<file path="config.mk">
export PLATFORM = sky130hd
export DESIGN_NAME = stlf_stall_track
export DESIGN_NICKNAME = d
export VERILOG_FILES = /design/src/rtl/stlf_stall_track.sv
export SDC_FILE = /design/constraint.sdc
export NUM_CORES = 1
export LEC_CHECK = 0
export BUFFER_PORTS_ARGS = -buffer_cell sky130_fd_sc_hd__buf_2
export CORE_MARGIN = 2
export CORE_UTILIZATION = 25
export DETAILED_ROUTE_END_ITERATION = 10
export PLACE_DENSITY_LB_ADDON = 0.25
export SLEW_MARGIN = 20
export SYNTH_ARGS = -nofsm -noshare
export SYNTH_HDL_FRONTEND = slang
export SYNTH_SLANG_ARGS = --single-unit
</file>
<file path="constraint.sdc">
create_clock -name clk -period 2.33 [get_ports clk]
set_input_delay 0.3495 -clock clk [delete_from_list [all_inputs] [get_ports clk]]
set_output_delay 0.3495 -clock clk [all_outputs]
set_load 0.03 [all_outputs]
</file>
<file path="src/rtl/stlf_stall_track.sv">
module stlf_stall_track #(
    parameter int SEQW = 16,
    parameter int LW   = 4
) (
    input  logic            clk,
    input  logic            rst_n,
    input  logic            set_valid,
    input  logic [SEQW-1:0] set_ld_seq,
    input  logic [LW-1:0]   set_ld_idx,
    input  logic [SEQW-1:0] set_st_seq,
    input  logic            wb_valid,
    input  logic [SEQW-1:0] wb_seq,
    output logic            active,
    output logic [SEQW-1:0] st_seq,
    output logic [LW-1:0]   ld_idx,
    output logic            ready,
    output logic [LW-1:0]   ready_idx
);
    typedef struct packed {
        logic            active;
        logic [SEQW-1:0] st_seq;
        logic [SEQW-1:0] ld_seq;
        logic [LW-1:0]   ld_idx;
        logic            ready;
        logic [LW-1:0]   ready_idx;
    } trk_t;

    trk_t trk_q, trk_d;
    logic hit_wb;

    always_comb begin
        trk_d = trk_q;
        trk_d.ready = 1'b0;
        hit_wb = trk_q.active && wb_valid && (wb_seq == trk_q.st_seq);
        if (hit_wb) begin
            trk_d.active    = 1'b0;
            trk_d.ready     = 1'b1;
            trk_d.ready_idx = trk_q.ld_idx;
        end
        if (set_valid && (!trk_d.active || (set_ld_seq < trk_d.ld_seq))) begin
            trk_d.active = 1'b1;
            trk_d.st_seq = set_st_seq;
            trk_d.ld_seq = set_ld_seq;
            trk_d.ld_idx = set_ld_idx;
        end
    end

    always_ff @(posedge clk or negedge rst_n) begin
        if (!rst_n) trk_q <= '0;
        else        trk_q <= trk_d;
    end

    assign active    = trk_q.active;
    assign st_seq    = trk_q.st_seq;
    assign ld_idx    = trk_q.ld_idx;
    assign ready     = trk_q.ready;
    assign ready_idx = trk_q.ready_idx;

    assert_clear_on_wb_R6: assert property (@(posedge clk) disable iff (!rst_n)
        (active && wb_valid && wb_seq == st_seq && !set_valid)
        |=> (!active && ready && ready_idx == $past(ld_idx)));

    assert_keep_older_R5: assert property (@(posedge clk) disable iff (!rst_n)
        (active && !wb_valid && set_valid && set_ld_seq >= trk_q.ld_seq)
        |=> (st_seq == $past(st_seq) && ld_idx == $past(ld_idx)));
endmodule

</file>
==> out/results.ini <==
[setup_path]
rrSetupSlack_ps = 70
path_cells = xor2_1 -> nor4_2 -> buf_4 -> nand3_4 -> o31ai_4 -> buf_6 -> a32oi_4 -> clkbuf_16 -> mux2_4
crit_type = reg -> reg
worstPathArrival_ps = 2450
cpPeakStageDelay_ps = 400
worst_setup_path_end_kind = flip-flop
critPathLaunchType = flip-flop
critPathTopFamily = buffers and inverters
crit_buf_inv = 3
slowest_stage = dfrtp_1
crit_fanout = 8
required_ps = 2510

[route]
top_layer = met4
ant_nets = 0
wire_per_inst_um = 13.01
vias_per_cell = 3.947
drt-total-wl_mm = 5.191
routed-via-count = 1575
wl_met2_mm = 2.351
wl_met3_um = 305
met1_length_mm = 2.495
drc = 0
dr.pass1.iters = 4
drt_iter0_drc = 27

[synthesis]
syn_avg_cell_area_um2 = 12.82
synthesis.area_um2 = 2449
yosysSeqAreaShare = 0.4292
yosys.cell_types.count = 29
ys_ff_latch = 42
syn-num-nets = 262
yosysWarnings = 0
async_reset_ff_frac = 1.000
synthFlopType = dfrtp_1
synth_edf_count = 0
netlist_instances = 191

[die]
core_area_um2 = 9639
die_y_um = 103.0
rows = 36
io_pins = 82
start_util = 0.2540
die_x_um = 103.0
die_area_um2 = 10600

[cts]
clock_latency_ps = 290
root_buffer = clkbuf_8
cts_buffers = 5
clk_path_buf_depth = 2
cts_num_sinks = 42
cts.clk_slew.worst_paths_ps = 90
htree_num_levels = 2
cts_tree = yes

[sta]
maxSlewHeadroom = 0.7220
period_minus_slack_ps = 2264
max_freq_mhz = 441.7
setup_violations = 0
slew_viol_final = 0
finClkSkew_ps = 5.956
fin_crit_sh = 0.9716
rsz0062_at_grt = yes
fin_ws_ps = 66.20
hold_violations = 0
worst_pin_slew_ps = 416.9

[global_route]
grt_usage = 0.09928
antenna_found_initial = 0
grt_max_degree = 21
grt_pass1_vias = 1647
grt-ovfl-total = 0
grt_pass1_wl_mm = 8.045

[pwr]
ir_drop_mv = 0.3150
clockPowerShare = 0.131
power_switching_uw = 1521
pwr-share-comb = 0.535
switching_share = 0.3936
power_density_nw_per_um2 = 1229
p_leak_uw = 0.001578
p_int_uw = 2343
p_seq_frac = 0.334

[finish]
drive_gt1_frac = 0.5714
fillers = 1010
fin_area_um2 = 3144
final_common_cell = buf_2
num_antenna_cells = 0
nets = 336
layout_common_cells = buf_2, dfrtp_1, mux2_4, inv_1, ha_1
syn2layout_area_growth_pct = 28.41

[placement]
portBuffers = 81
dp_hpwl_mm = 3.899
gp_congestion = 0.7345
dp_slack_ps = -102.2
dpl_cell_area_um2 = 2903

[flow_run]
cap_violations = 0

[worst_hold_path]
hp-class = in -> reg

[run_status]
status = finished clean

[path summary, 6_finish.rpt]
kind | start | end | depth (start not counted)
max | st_seq[15]$_DFFE_PN0P_ | st_seq[11]$_DFFE_PN0P_ | 9
max in group asynchronous | rst_n | trk_q[9]$_DFFE_PN0P_ | 3
min | set_st_seq[14] | st_seq[14]$_DFFE_PN0P_ | 2
min in group asynchronous | rst_n | st_seq[8]$_DFFE_PN0P_ | 2
min reg2reg | ready_idx[1]$_DFFE_PN0P_ | ready_idx[1]$_DFFE_PN0P_ | 1
max reg2reg | st_seq[15]$_DFFE_PN0P_ | st_seq[11]$_DFFE_PN0P_ | 9
[routing by layer]
layer,vias up,global-route usage
met3,4,0.02305
li1,779,-
met2,49,0.1628
met5,-,0
met1,743,0.1326
met4,0,0.02429
[metrics by stage]
step	TNS [ps]	util	power, uW	hold WS (ps)	cells
floorplan	0	-	2971	53.91	191
global placement	-2378	0.3011	3203	248.4	386
detailed placement	-2981	0.3011	3232	241.8	386
CTS	0	0.3139	3795	267.7	395
global route	-487.5	0.3262	4172	264.2	399
finish	0	0.3262	3865	281.3	399
[cell families (layout without fill, tap and decap cells)]
group / count (synthesis) / after routing / synth area share
AO/OA/AOI/OAI: 12 / 12 / 0.04241
XOR/XNOR: 16 / 16 / 0.05723
adder cells (fa/ha/maj): 15 / 15 / 0.07665
buffers and inverters: 42 / 117 / 0.1104
flip-flops: 42 / 42 / 0.4292
multiplexers: 40 / 40 / 0.2299
AND/OR/NAND/NOR: 24 / 24 / 0.05417
[sequential cells by signal, summed over array words and instances, names as in the netlist]
register	count
trk_q	16
active	1
ld_idx	4
ready_idx	4
ready	1
st_seq	16
[power groups by stage]
stage                     combinational (uW)  clock (uW)  sequential, uW
after CTS                               1960         542            1290
after global placement                  1900           0            1300
after floorplan                         1730           0            1250
after detailed placement                1930           0            1300
after global routing                    2250         576            1340
final                                   2070         505            1290
[synthesized netlist by cell type, types with 4 or more instances]
cell type / count / area share
mux2_4: 30 / 0.18
ha_1: 15 / 0.077
mux2_2: 10 / 0.046
nand3_1: 4 / 0.0082
a21oi_1: 4 / 0.0082
xnor2_1: 8 / 0.029
nand4_1: 4 / 0.010
buf_4: 24 / 0.074
inv_1: 15 / 0.023
xor2_1: 8 / 0.029
dfrtp_1: 42 / 0.43
[repair_timing]
item	CTS	global route
hold endpoints to repair	10	0
gates resized for setup	3	10
hold buffers	1	0
setup buffers	0	3
gates cloned	0	1
setup endpoints to repair	36	36
pin swaps	0	1
[final cells by class]
class,count,area [um2],share of cell area
well taps,133,166.4,0.05292
flip-flops and latches,42,1051,0.3343
clock inverters,2,12.51,0.003979
repair buffers,94,555.5,0.1767
inverters,15,56.30,0.01791
clock buffers,6,82.58,0.02626
multi-input cells,107,1220,0.3880
No activity file was read; power rests on OpenSTA's default activity.
